==> src/rtl/pcm_audio_port.sv <==
module pcm_audio_port #(
  parameter int SW = 40,
  parameter int CW = 8,
  parameter int DW = 16
) (
  input  logic                 clk,
  input  logic                 rst_n,
  input  logic                 cfg_master,
  input  logic [DW-1:0]        cfg_half_div,
  input  logic [CW-1:0]        cfg_frame_len,
  input  logic [CW-1:0]        cfg_fs_width,
  input  logic                 cfg_lsb_first,
  input  logic [1:0][CW-1:0]   cfg_slot_off,
  input  logic [1:0][CW-1:0]   cfg_slot_len,
  input  logic                 bclk_in,
  input  logic                 fsync_in,
  output logic                 bclk_out,
  output logic                 bclk_oe,
  output logic                 fsync_out,
  output logic                 fsync_oe,
  input  logic                 sd_in,
  output logic                 sd_out,
  output logic                 sd_oe,
  input  logic [1:0][SW-1:0]   tx_data,
  input  logic [1:0]           tx_valid,
  output logic [1:0]           tx_ready,
  output logic [1:0][SW-1:0]   rx_data,
  output logic [1:0]           rx_valid,
  input  logic [1:0]           rx_ready,
  output logic [1:0]           underrun
);
  localparam int IW = $clog2(SW);

  logic [1:0] bclk_sy, fs_sy, sd_sy;

  always_ff @(posedge clk or negedge rst_n)
    if (!rst_n) begin
      bclk_sy <= '0;
      fs_sy   <= '0;
      sd_sy   <= '0;
    end else begin
      bclk_sy <= {bclk_sy[0], bclk_in};
      fs_sy   <= {fs_sy[0], fsync_in};
      sd_sy   <= {sd_sy[0], sd_in};
    end

  // master timing generator
  logic [DW-1:0] div_cnt;
  logic          sck_r, fs_r;
  logic [CW-1:0] mcnt, m_flen, m_fsw;
  logic [CW:0]   mnext;
  logic          mwrap;

  assign mnext = {1'b0, mcnt} + (CW+1)'(1);
  assign mwrap = mnext >= {1'b0, m_flen};

  always_ff @(posedge clk or negedge rst_n)
    if (!rst_n) begin
      div_cnt <= '0;
      sck_r   <= 1'b0;
      fs_r    <= 1'b0;
      mcnt    <= '1;
      m_flen  <= '0;
      m_fsw   <= '0;
    end else if (!cfg_master) begin
      div_cnt <= '0;
      sck_r   <= 1'b0;
      fs_r    <= 1'b0;
      mcnt    <= '1;
    end else if (div_cnt >= cfg_half_div) begin
      div_cnt <= '0;
      sck_r   <= ~sck_r;
      if (!sck_r) begin
        if (mwrap) begin
          mcnt   <= '0;
          fs_r   <= 1'b1;
          m_flen <= cfg_frame_len;
          m_fsw  <= cfg_fs_width;
        end else begin
          mcnt <= mnext[CW-1:0];
          fs_r <= mnext < {1'b0, m_fsw};
        end
      end
    end else begin
      div_cnt <= div_cnt + DW'(1);
    end

  assign bclk_out  = sck_r;
  assign fsync_out = fs_r;
  assign bclk_oe   = cfg_master;
  assign fsync_oe  = cfg_master;

  // common edge detection
  logic sck_i, fs_i, sck_q, rise, fall;
  assign sck_i = cfg_master ? sck_r : bclk_sy[1];
  assign fs_i  = cfg_master ? fs_r  : fs_sy[1];
  assign rise  = sck_i & ~sck_q;
  assign fall  = ~sck_i & sck_q;

  always_ff @(posedge clk or negedge rst_n)
    if (!rst_n) sck_q <= 1'b0;
    else        sck_q <= sck_i;

  // frame position tracking and configuration shadow
  logic              fs_q, locked, fstart, s_lsb;
  logic [CW-1:0]     cnt, cnt_inc, cur, nxt;
  logic [1:0][CW-1:0] s_off, s_len;

  assign cnt_inc = (&cnt) ? cnt : cnt + CW'(1);
  assign fstart  = fall & fs_i & ~fs_q;
  assign cur     = fstart ? '0 : cnt_inc;
  assign nxt     = cnt_inc;

  always_ff @(posedge clk or negedge rst_n)
    if (!rst_n) begin
      fs_q   <= 1'b0;
      locked <= 1'b0;
      cnt    <= '1;
      s_off  <= '0;
      s_len  <= '0;
      s_lsb  <= 1'b0;
    end else if (fall) begin
      fs_q <= fs_i;
      cnt  <= cur;
      if (fstart) begin
        locked <= 1'b1;
        s_off  <= cfg_slot_off;
        s_len  <= cfg_slot_len;
        s_lsb  <= cfg_lsb_first;
      end
    end

  // serial output stage
  logic [1:0] t_win, t_bit;

  always_ff @(posedge clk or negedge rst_n)
    if (!rst_n) begin
      sd_out <= 1'b0;
      sd_oe  <= 1'b0;
    end else if (rise) begin
      sd_oe  <= |t_win;
      sd_out <= t_win[0] ? t_bit[0] : (t_win[1] & t_bit[1]);
    end

  p_launch_on_rise_r5: assert property (@(posedge clk) disable iff (!rst_n)
    !$past(rise) |-> $stable(sd_out) && $stable(sd_oe));
  p_quiet_unlocked_r4: assert property (@(posedge clk) disable iff (!rst_n)
    !locked |-> !sd_oe);
  p_idle_low_r4: assert property (@(posedge clk) disable iff (!rst_n)
    !sd_oe |-> !sd_out);
  p_sync_on_rise_r1: assert property (@(posedge clk) disable iff (!rst_n)
    cfg_master && $past(cfg_master) && !$stable(fs_r) |-> $rose(sck_r));
  p_slave_clock_low_r2: assert property (@(posedge clk) disable iff (!rst_n)
    !cfg_master |=> !bclk_out);

  // per-channel slot engines
  for (genvar c = 0; c < 2; c++) begin : g_ch
    logic [CW:0]   endp;
    logic [CW-1:0] kt, kr, it, ir;
    logic          in_t, in_r, load, done, full, und, rvalid;
    logic [SW-1:0] hold, smp, src, rsh, rnxt, rdata;

    assign endp = {1'b0, s_off[c]} + {1'b0, s_len[c]};
    assign kt   = nxt - s_off[c];
    assign kr   = cur - s_off[c];
    assign it   = s_lsb ? kt : s_len[c] - CW'(1) - kt;
    assign ir   = s_lsb ? kr : s_len[c] - CW'(1) - kr;
    assign in_t = locked && (nxt >= s_off[c]) && ({1'b0, nxt} < endp);
    assign in_r = locked && (cur >= s_off[c]) && ({1'b0, cur} < endp);
    assign load = rise && in_t && (kt == '0);
    assign done = fall && in_r && (kr == s_len[c] - CW'(1));
    assign src  = (kt == '0 && full) ? hold : smp;

    assign t_win[c]    = in_t;
    assign t_bit[c]    = src[it[IW-1:0]];
    assign tx_ready[c] = ~full;
    assign underrun[c] = und;
    assign rx_valid[c] = rvalid;
    assign rx_data[c]  = rdata;

    always_comb begin
      rnxt = (kr == '0) ? '0 : rsh;
      rnxt[ir[IW-1:0]] = sd_sy[1];
    end

    always_ff @(posedge clk or negedge rst_n)
      if (!rst_n) begin
        hold <= '0;
        smp  <= '0;
        full <= 1'b0;
        und  <= 1'b0;
      end else begin
        if (load) begin
          if (full) begin
            smp  <= hold;
            full <= 1'b0;
          end else begin
            und <= 1'b1;
          end
        end
        if (tx_valid[c] && !full) begin
          hold <= tx_data[c];
          full <= 1'b1;
        end
      end

    always_ff @(posedge clk or negedge rst_n)
      if (!rst_n) begin
        rsh    <= '0;
        rdata  <= '0;
        rvalid <= 1'b0;
      end else begin
        if (fall && in_r) rsh <= rnxt;
        if (done) begin
          rdata  <= rnxt;
          rvalid <= 1'b1;
        end else if (rx_ready[c]) begin
          rvalid <= 1'b0;
        end
      end

    p_underrun_sticky_r8: assert property (@(posedge clk) disable iff (!rst_n)
      underrun[c] |=> underrun[c]);
    p_full_after_accept_r7: assert property (@(posedge clk) disable iff (!rst_n)
      tx_valid[c] && tx_ready[c] |=> !tx_ready[c]);
    p_rx_held_r9: assert property (@(posedge clk) disable iff (!rst_n)
      rx_valid[c] && !rx_ready[c] |=> rx_valid[c]);
  end

endmodule

==> config.mk <==
export PLATFORM = sky130hd
export DESIGN_NAME = pcm_audio_port
export DESIGN_NICKNAME = d
export VERILOG_FILES = /design/src/rtl/pcm_audio_port.sv
export SDC_FILE = /design/constraint.sdc
export NUM_CORES = 1
export LEC_CHECK = 0
export BUFFER_PORTS_ARGS = -buffer_cell sky130_fd_sc_hd__buf_2
export CORE_ASPECT_RATIO = 1.5
export CORE_MARGIN = 2
export CORE_UTILIZATION = 60
export DETAILED_ROUTE_END_ITERATION = 7
export GPL_TIMING_DRIVEN = 0
export HOLD_SLACK_MARGIN = 0.1
export MAX_ROUTING_LAYER = met4
export PLACE_DENSITY = 0.81
export SETUP_SLACK_MARGIN = 0.15
export SLEW_MARGIN = 10
export SYNTH_ARGS = -nofsm -noshare
export SYNTH_HDL_FRONTEND = slang
export SYNTH_SLANG_ARGS = --single-unit
==> constraint.sdc <==
create_clock -name clk -period 5.7 [get_ports clk]
set_input_delay 1.425 -clock clk [delete_from_list [all_inputs] [get_ports clk]]
set_output_delay 1.425 -clock clk [all_outputs]
set_load 0.03 [all_outputs]
# --- Word level (Yosys, flattened, before mapping) ---
# Cells that the tools add are included.
totals:
  reg_bits: 420
  inputBits: 155
  output_inout_bits: 92
classes:
  add_sub_neg: 15
  magnitude_cmp: 17
  eq_ne: 4
  muxes: 43
  bitwise_logic: 11
  reduce_logical: 41
ops:
  columns: ["cell", "count"]
  rows:
  - ["$mux W40", 4]
  - ["$bwmux W40", 2]
  - ["$mux W8", 6]
  - ["$lt A8 B9 Y1", 4]
  - ["$ge A8 B8 Y1", 4]
  - ["$logic_not A8 Y1", 4]
  - ["$mux W16", 2]
  - ["$sub A8 B8 Y8", 4]
  - ["$lt A6 B7 Y1 const B", 4]
  - ["$mux W6", 4]
  - ["$sub A6 B6 Y6", 4]
  - ["$logic_and A1 B1 Y1", 22]
  - ["$mux W1", 21]
  - ["$add A8 B8 Y9", 2]
  - ["$add A16 B1 Y16 const B", 1]
  - ["$eq A8 B8 Y1", 2]
  - ["$ge A16 B16 Y1", 1]
  - ["$sub A8 B1 Y8 const B", 2]
  - ["$bmux W1 S6", 2]
  - ["$demux W1 S6", 2]
  - ["$ge A6 B1 Y1 const B", 2]
  - ["$reduce_and A2 Y1", 6]
  - ["$add A8 B1 Y9 const B", 1]
  - ["$ge A9 B8 Y1", 1]
  - ["11 further kinds", 24]

# --- Depth between registers and ports, before layout ---
# Gate-level depths: netlist of the first run.
logic_depth:
  depth_word: 14
  mapped_depth: 22
  depth_no_buf: 20

# --- Worst setup path before layout of the first run ---
# OpenSTA, ideal clock, no wires.
synth_timing:
  path_type: "input to register"
  startpoint: "in cfg_master"
  endpoint: "reg g_ch[0].rsh[12]"
  arrival_time_ps: 5722
  path_slack_ps: -147
  path_stages: 21
  cell_sequence: "buf_4 -> mux2i_1 -> and4bb_1 -> buf_2 -> or3_1 -> ha_1 -> inv_1 -> fa_1 -> inv_1 -> ha_1 -> nor2b_1 -> o21ai_0 -> nand2b_1 -> a21o_1 -> a21oi_1 -> mux2i_1 -> xor2_1 -> clkbuf_1 -> nand3_1 -> mux2i_1 -> mux2_2"
synth_via:
  elab_chain_len: 14
synth_lines:
  columns: ["item", "line_no", "source"]
  rows:
  - ["start, declared", "8", "input logic cfg_master,"]
  - ["$mux W1", "95", "assign sck_i = cfg_master ? sck_r : bclk_sy[1];"]
  - ["$not A1 Y1", "98", "assign fall = ~sck_i & sck_q;"]
  - ["$and A1 B1 Y1", "98", null]
  - ["$and A1 B1 Y1 (2 in a row)", "110", "assign fstart = fall & fs_i & ~fs_q;"]
  - ["$mux W8", "111", "assign cur = fstart ? '0 : cnt_inc;"]
  - ["$sub A8 B8 Y8", "165", "assign kr = cur - s_off[c];"]
  - ["$sub A6 B6 Y6", "167", "assign ir = s_lsb ? kr : s_len[c] - CW'(1) - kr;"]
  - ["$mux W6", "167", null]
  - ["$lt A6 B7 Y1 (implied by the code) / $ge A6 B1 Y1 (equally long branches)", "183", "rnxt[ir[IW-1:0]] = sd_sy[1];"]
  - ["$logic_and A1 B1 Y1 (implied by the code)", "183", null]
  - ["$mux W1 (implied by the code)", "183", null]
  - ["$demux W1 S6", "183", null]
  - ["$bwmux W40", "183", null]
  - ["end signal, assigned", "213", "if (fall && in_r) rsh <= rnxt;"]
  - ["end, declared", "161", "logic [SW-1:0] hold, smp, src, rsh, rnxt, rdata;"]
# Several ways; a longest one is shown, not always the timed one.
# A chain may end at the register's enable or synchronous reset.

# --- Worst setup path after layout of the first run ---
layout_timing:
  startpoint: "in cfg_master"
  endpoint: "reg g_ch[0].rdata[23]"
layout_via:
  elab_chain_len: 14
layout_lines:
  columns: ["item", "line_no", "source"]
  rows:
  - ["$mux W1", "95", null]
  - ["$not A1 Y1", "98", null]
  - ["$and A1 B1 Y1", "98", null]
  - ["$and A1 B1 Y1 (*) (2 in a row)", "110", null]
  - ["$mux W8 (*)", "111", null]
  - ["net cur[1]", "106", "logic [CW-1:0] cnt, cnt_inc, cur, nxt;"]
  - ["$sub A8 B8 Y8", "165", null]
  - ["$sub A6 B6 Y6", "167", null]
  - ["$mux W6", "167", null]
  - ["$lt A6 B7 Y1 (implied by the code) / $ge A6 B1 Y1 (equally long branches)", "183", null]
  - ["$logic_and A1 B1 Y1 (implied by the code)", "183", null]
  - ["$mux W1 (implied by the code)", "183", null]
  - ["$demux W1 S6", "183", null]
  - ["$bwmux W40", "183", null]
  - ["end signal, assigned", "215", "rdata <= rnxt;"]
  - ["end, declared", "161", null]
# The timed path passes the listed nets; every way through them passes the cells marked *.

==> results.md, run 1 <==
- CP peak stage delay: 0.85 ns
- Die area: 42100 µm²
- Number of register bits inferred by synthesis: 420
- CTS Sinks: 420
- Final WL: 76.8 mm
- Clk_lat worst skew: 0.57 ns
- Number of global-route vias before repair: ~20000
- Worst Reg-to-Reg Cells: 20
- Longest Clk Path Bufs: 3
- Nature of the critical path startpoint: input pin
- Slowest cell on crit path: o41ai_2
- Hold depth: 0
- Async SR Flop Fraction: 100%
- Initial antenna violation count: 7
- Number of flops mapped to enable cells by yosys: 0
- Gpl congestion: between 0.9 and 1
- Clock-pin slew on the worst setup and hold paths: approximately 0.070 ns
- Worst hold-check path type: flip-flop to flip-flop
- Clock tree root driver cell: clkbuf_16
- Worst Hold End: bclk_sy[1]
- Synth Flop Type: dfrtp_1
- CTS tree: yes
- CP max FO: 10
- Total gr overflow: 0
- Largest area contributor in the netlist: dfrtp_1
- Sequential-to-total area share from yosys stat: a little over two fifths
- Critical path required time: slightly above 6 ns
- RSZ-0062 raised after global routing: true
- Yosys warnings: 0
- DRT iter0 DRCs: approximately 1500
- Post-synthesis cell count: 2259
- Placed insts: roughly 3000
- Final Setup Violations: 50
- Largest net degree at the start of global routing: approximately 110
- Tcrit/Tclk final: 106%
- Rows: 90
- CP Capture Type: flip-flop
- Hold Crit Start: bclk_sy[0]
- Port Buffer Count: 246
- Clk_skew: 0.0219 ns
- Status: finished, violations left
- Cell family with most CP delay: compound AO/OA/AOI/OAI gates
- Slew at the pin with the worst max-slew slack: ~1.1 ns
- P&R area growth vs syn: 25.3%
- DRC: 0
- FF-to-FF End: g_ch[0].rdata[23]
- Final #Nets: slightly below 3000
- Post-route insts no fill: about 3200
- R2R Setup Slk: -0.20 ns
- Post-synth top cells: dfrtp_1 (404), mux2_2 (325), nand2_1 (255)
- Starting Density: between 60% and 70%
- Post-Syn Area: between 20000 and 25000 µm²
- H-tree depth: 2
- CP cell instances: buf_12, buf_8, mux2i_4, and4bb_1, buf_6, clkbuf_4, nor2_4, buf_4, fa_2, nand2_1, nand2_1, a21oi_2, xnor2_2, inv_1, ha_1, a21oi_2, mux2i_4, buf_12, xnor2_4, clkbuf_4, o41ai_2, mux2_2
- First-pass iteration count of the detailed router: 6
- Max Freq: ~0.17 GHz
- TritonCTS Buffers: 42
- Average cell area after synthesis: 10.7 µm²
- Crit Path Class: input pin to flip-flop
- Routed wire length per instance: between 20 and 25 µm
- I/O Pins: between 200 and 250
- Die X: about 170 µm
- Violations in the final reports: negative setup slack
- Final setup margin: -0.315 ns
- Synth top area cells: dfrtp_1 (42%), mux2_2 (15%), ha_1 (6.9%), nand2_1 (3.9%), mux2i_1 (3.5%)
- Critical Path Start: cfg_master
- Most common cell in the synthesized netlist: dfrtp_1
- Origin of the critical flop-to-flop path: cnt[0]
- Final ANT Viol Nets: 0
- Total track usage: between 30% and 40%
- Post-synth cell types: between 70 and 80
- DR vias: 20400
- Area share of the largest cell type after synthesis: approximately two fifths
- Layout cells sized above 1: about two fifths
- Arr. time, crit path: ~6.5 ns
- Fin. max-slew vios: 0
- Core Area: ~40000 µm²
- Final hold vios: 0
- Buffers plus inverters on the worst setup path: 8
- First-pass GRT wire length: 106 mm
- Max Cap Viol: 0
- Slew headroom: around a quarter
- Dpl hpwl: 49.5 mm
- Post-Syn Nets: about 2600
- Vias per inst: around 6.5
- Min cycle time layout: between 6 and 7 ns
- Die Y: about 250 µm
-- state kept, by name (all words and copies together) (netlist names), 16 cells and up --
register,flops
g_ch.rdata,80
g_ch.hold,80
s_len,16
s_off,16
g_ch.rsh,80
div_cnt,16
g_ch.smp,80
-- how the worst max path moves through the flow --
| stage | to | slack (ns) | cells past startpoint |
|---|---|---|---|
| after global placement | m_flen[4] | -4.81 | 1 |
| final | g_ch[0].rdata[23] | -0.32 | 22 |
| after CTS | g_ch[0].rsh[15] | 0.16 | 22 |
| after global routing | g_ch[1].rsh[22] | -0.45 | 22 |
| after detailed placement | g_ch[1].rdata[22] | -1.42 | 20 |
| after floorplan | g_ch[1].rdata[10] | 0.16 | 21 |
-- per-stage QoR --
stage / worst slack [ns] / hold WS [ns] / util, % / TNS [ns] / instance area [µm²]
floorplan: 0.165 / 0.331 / - / 0 / 24400
global placement: -4.81 / 0.336 / 65.4 / -2133.58 / 26200
detailed placement: -1.42 / 0.337 / 65.7 / -190.05 / 26400
CTS: 0.156 / 0.347 / 70.4 / 0 / 28200
global route: -0.450 / 0.347 / 75.8 / -11.52 / 30400
finish: -0.315 / 0.344 / 75.8 / -2.81 / 30400
-- logic make-up (layout without fill, tap and decap cells) --
group,Yosys count,after routing,synth area share (%)
simple gates,603,603,11.5
xor+xnor,79,82,2.88
flops,420,420,43.4
mux,452,452,20.7
compound gates,357,357,10.3
fa+ha+maj,143,143,7.68
other cells,0,7,0
buf+inv,205,585,3.51
-- worst reg2reg max path, delay by kind of cell, from the launching register on --
kind                       cells  cell delay (ns)
AOI/OAI and AO/OA              3             1.34
xor gates and xnor gates       2             0.32
adders and majority gates      3             1.03
buffers and inverters          4             0.72
DFF                            1             0.59
muxes                          3             1.06
and+or+nand+nor                5             0.80
-- layer usage --
metal | track usage [%] | routed length, µm | vias up
met5 | - | 0 | -
met4 | 17.6 | 6120 | 0
met3 | 4.12 | 5070 | 425
met2 | 57.4 | 38700 | 1065
met1 | 36.2 | 26900 | 10100
li1 | - | - | 8830
-- cells in the final DEF (no fill, tap or decap), types with 16 or more instances in the layout --
cell type	instances
a211oi_1	20
a21o_1	34
a21oi_1	54
and3_1	19
buf_2	271
buf_4	38
buf_6	18
clkbuf_1	46
clkbuf_16	45
dfrtp_1	404
dfstp_2	16
ha_1	128
inv_1	89
mux2_2	258
mux2_4	91
mux2i_1	39
mux2i_2	24
mux2i_4	22
nand2_1	237
nand3_1	61
nand3_4	24
nor2_1	101
nor2b_1	24
o211ai_1	19
o21a_1	18
o21ai_0	57
xnor2_1	41
xor2_1	28
-- timing repair --
action | in CTS | in global routing
gates cloned | 4 | 7
pin swaps | 6 | 39
setup buffers | 12 | 33
endpoints found under the setup margin | 202 | 198
resized for setup | 60 | 384
hold buffers | 0 | 0
-- final cells by class --
type	count	area, µm²
clock buffer	58	1260
antenna	7	17.5
fill	2483	9690
clock inverter	19	224
sequential	420	10500
inverter	95	357
tap	506	633
timing repair buffer	303	1930
multi-input combinational	1637	14800
buffer	110	632
Power of run 1 is not shown: default switching activity piles up to over one toggle a cycle in this logic, so the estimate is an artifact.
==> run 2: changes to the inputs <==
--- a/config.mk
+++ b/config.mk
@@ -8,12 +8,13 @@
 export BUFFER_PORTS_ARGS = -buffer_cell sky130_fd_sc_hd__buf_2
 export CORE_ASPECT_RATIO = 1.5
 export CORE_MARGIN = 2
-export CORE_UTILIZATION = 60
+export CORE_UTILIZATION = 62
+export CTS_BUF_LIST = sky130_fd_sc_hd__clkbuf_4 sky130_fd_sc_hd__clkbuf_8
 export DETAILED_ROUTE_END_ITERATION = 7
 export GPL_TIMING_DRIVEN = 0
 export HOLD_SLACK_MARGIN = 0.1
 export MAX_ROUTING_LAYER = met4
-export PLACE_DENSITY = 0.81
+export PLACE_DENSITY = 0.83
 export SETUP_SLACK_MARGIN = 0.15
 export SLEW_MARGIN = 10
 export SYNTH_ARGS = -nofsm -noshare
==> constraint.sdc (replaced) <==
create_clock -name clk -period 6.8 [get_ports clk]
set_input_delay 1.7 -clock clk [delete_from_list [all_inputs] [get_ports clk]]
set_output_delay 1.7 -clock clk [all_outputs]
set_load 0.03 [all_outputs]
==> results.md, run 2 (synthesized netlist as in run 1, its figures left out) <==
- Fin. max-slew vios: 0 (unchanged)
- Largest net degree at the start of global routing: 119 (was 112)
- CP max FO: 10 (unchanged)
- Clock tree root driver cell: clkbuf_8 (was clkbuf_16)
- Arr. time, crit path: 6.96 ns (was 6.52 ns)
- Final setup margin: 0.431 ns (was -0.315 ns)
- Slew at the pin with the worst max-slew slack: 1.06 ns (was 1.11 ns)
- Internal: 6.69 mW
- Worst hold-check path type: flip-flop to flip-flop (unchanged)
- Die area: 40800 µm² (was 42100 µm²)
- Tcrit/Tclk final: between 90% and 100%
- Routed wire length per instance: 20.2 µm (was 24.3 µm)
- H-tree depth: 2 (unchanged)
- I/O Pins: 247 (unchanged)
- DR vias: 19000 (was 20400)
- DRC: 0 (unchanged)
- CTS tree: yes (unchanged)
- Clk_skew: 0.0410 ns (was 0.0219 ns)
- Hold_buf cts: 0 (unchanged)
- Final instance area: 27700 µm² (was 30400 µm²)
- CP Capture Type: flip-flop (unchanged)
- Switch Pwr: between 6 and 7 mW
- TritonCTS Buffers: 61 (was 42)
- Gpl congestion: 0.973 (was 0.995)
- Die Y: 246 µm (was 250 µm)
- Fin util: 71.9% (was 75.8%)
- Max Cap Viol: 0 (unchanged)
- Dpl hpwl: 48.0 mm (was 49.5 mm)
- Layout fillers: 2771 (was 2483)
- CTS Sinks: 420 (unchanged)
- Placed Area: 26200 µm² (was 26400 µm²)
- Number of global-route vias before repair: 19700 (was 20000)
- Total track usage: 32.3% (was 32.7%)
- Setup TNS: 0 ns (was -2.81 ns)
- P&R area growth vs syn: 14.1% (was 25.3%)
- Core Area: 38500 µm² (was 40100 µm²)
- Nature of the critical path startpoint: input pin (unchanged)
- Final ANT Viol Nets: 0 (unchanged)
- DRT iter0 DRCs: 1306 (was 1473)
- Pwr Density: approximately 480 nW/µm²
- Status: finished clean (was finished, violations left)
- Comb pwr share: 62.0%
- Rows: 88 (was 90)
- Most common cell after layout, fill and taps aside: dfrtp_1 (unchanged)
- Clock-pin slew on the worst setup and hold paths: 0.06 ns (was 0.07 ns)
- Layout cells sized above 1: 30.4% (was 38.8%)
- Vias per inst: 6.07 (was 6.47)
- Die X: 166 µm (was 168 µm)
- Clk_lat worst skew: 0.67 ns (was 0.57 ns)
- Final hold vios: 0 (unchanged)
- Final #Nets: 2873 (was 2907)
- Min cycle time layout: 6.37 ns
- Final WL: 63.2 mm (was 76.8 mm)
- Port Buffer Count: 246 (unchanged)
- Seq pwr share: 21.6%
- Final Setup Violations: 0 (was 50)
- Most frequent cells in the layout: dfrtp_1 (404), mux2_2 (325), buf_2 (273) (was dfrtp_1 (404), buf_2 (271), mux2_2 (258))
- Worst vdd ir: between 0.3 and 0.4 mV
- Initial antenna violation count: 11 (was 7)
- First-pass GRT wire length: 101 mm (was 106 mm)
- Longest Clk Path Bufs: 3 (unchanged)
- LEAKAGE: between 10 and 15 nW
- Switching part of the total power: 49.2%
- Crit Path Class: input pin to flip-flop (unchanged)
- Slew headroom: 27.2% (was 25.8%)
- RSZ-0062 raised after global routing: false (was true)
- Total gr overflow: 0 (unchanged)
- Critical path required time: 7.39 ns (was 6.21 ns)
- Max Freq: approximately 0.16 GHz
- Starting Density: 63.0% (was 60.5%)
- Post-Place Worst Slack: -1.03 ns (was -1.42 ns)
- First-pass iteration count of the detailed router: 5 (was 6)
- Clock power share: around 16%
run 2: cell type report:
cell class	instances	area, µm²	share of cell area [%]
flip-flops and latches	420	10500	38.0
diodes	12	30.0	0.108
repair buffers	253	1350	4.89
clock buffers	94	1160	4.20
plain buffers	110	505	1.83
inverters	95	357	1.29
multi-input cells	1634	13000	46.9
clock inverters	15	146	0.529
well taps	495	619	2.24
run 2: final timing paths:
check | from | end | slack, ns | depth (start not counted)
worst min register to register | fs_sy[0] | fs_sy[1] | 0.35 | 0
worst max-delay path | cfg_master | g_ch[1].rsh[38] | 0.43 | 18
max in group asynchronous | rst_n | g_ch[1].rdata[25] | 4.21 | 3
worst max register to register | cnt[0] | sd_out | 0.50 | 17
min in group asynchronous | rst_n | g_ch[1].hold[5] | 1.03 | 1
worst min-delay path | fs_sy[0] | fs_sy[1] | 0.35 | 0
run 2: stage by stage:
| stage | cells | power (mW) | hold slack (ns) |
|---|---|---|---|
| global route | 3127 | 14.0 | 0.367 |
| detailed placement | 3003 | 10.6 | 0.341 |
| CTS | 3112 | 12.8 | 0.355 |
| floorplan | 2259 | 8.46 | 0.331 |
| finish | 3128 | 13.2 | 0.354 |
| global placement | 3000 | 10.4 | 0.338 |
run 2: layer usage:
layer / vias up / track usage [%] / part of all wire [%]
li1: 8758 / - / -
met2: 698 / 57.7 / 52
met5: - / - / 0
met4: 0 / 14.5 / 4.7
met1: 9313 / 35.1 / 37
met3: 204 / 5.15 / 5.9
run 2: power groups by stage:
stage	clock, mW	combinational, mW	sequential [mW]
3_3_place_gp	0	7.51	2.88
2_1_floorplan	0	5.63	2.83
6_report	2.16	8.16	2.85
4_1_cts	2.19	7.79	2.85
5_1_grt	2.30	8.85	2.87
3_5_place_dp	0	7.73	2.89
run 2: timing repair:
action / CTS / global route
gates resized for setup: 6 / 27
buffers inserted: 0 / 4
endpoints found under the setup margin: 156 / 145
run 2: worst max-delay path, cell delays in order:
cell and delay [ns]:
buf_2 0.13, buf_4 0.19, mux2i_2 0.31, and4bb_1 0.24, buf_2 0.16, clkbuf_2 0.29
nor3_4 0.42, ha_1 0.36, o21ai_1 0.15, a21boi_1 0.13, o31ai_1 0.41, a21boi_1 0.77
or4_1 0.24, clkbuf_1 0.24, clkbuf_1 0.46, nand2_1 0.20, mux2i_1 0.32, mux2_2 0.21
Note: power is estimated with default switching activity, not from simulation.
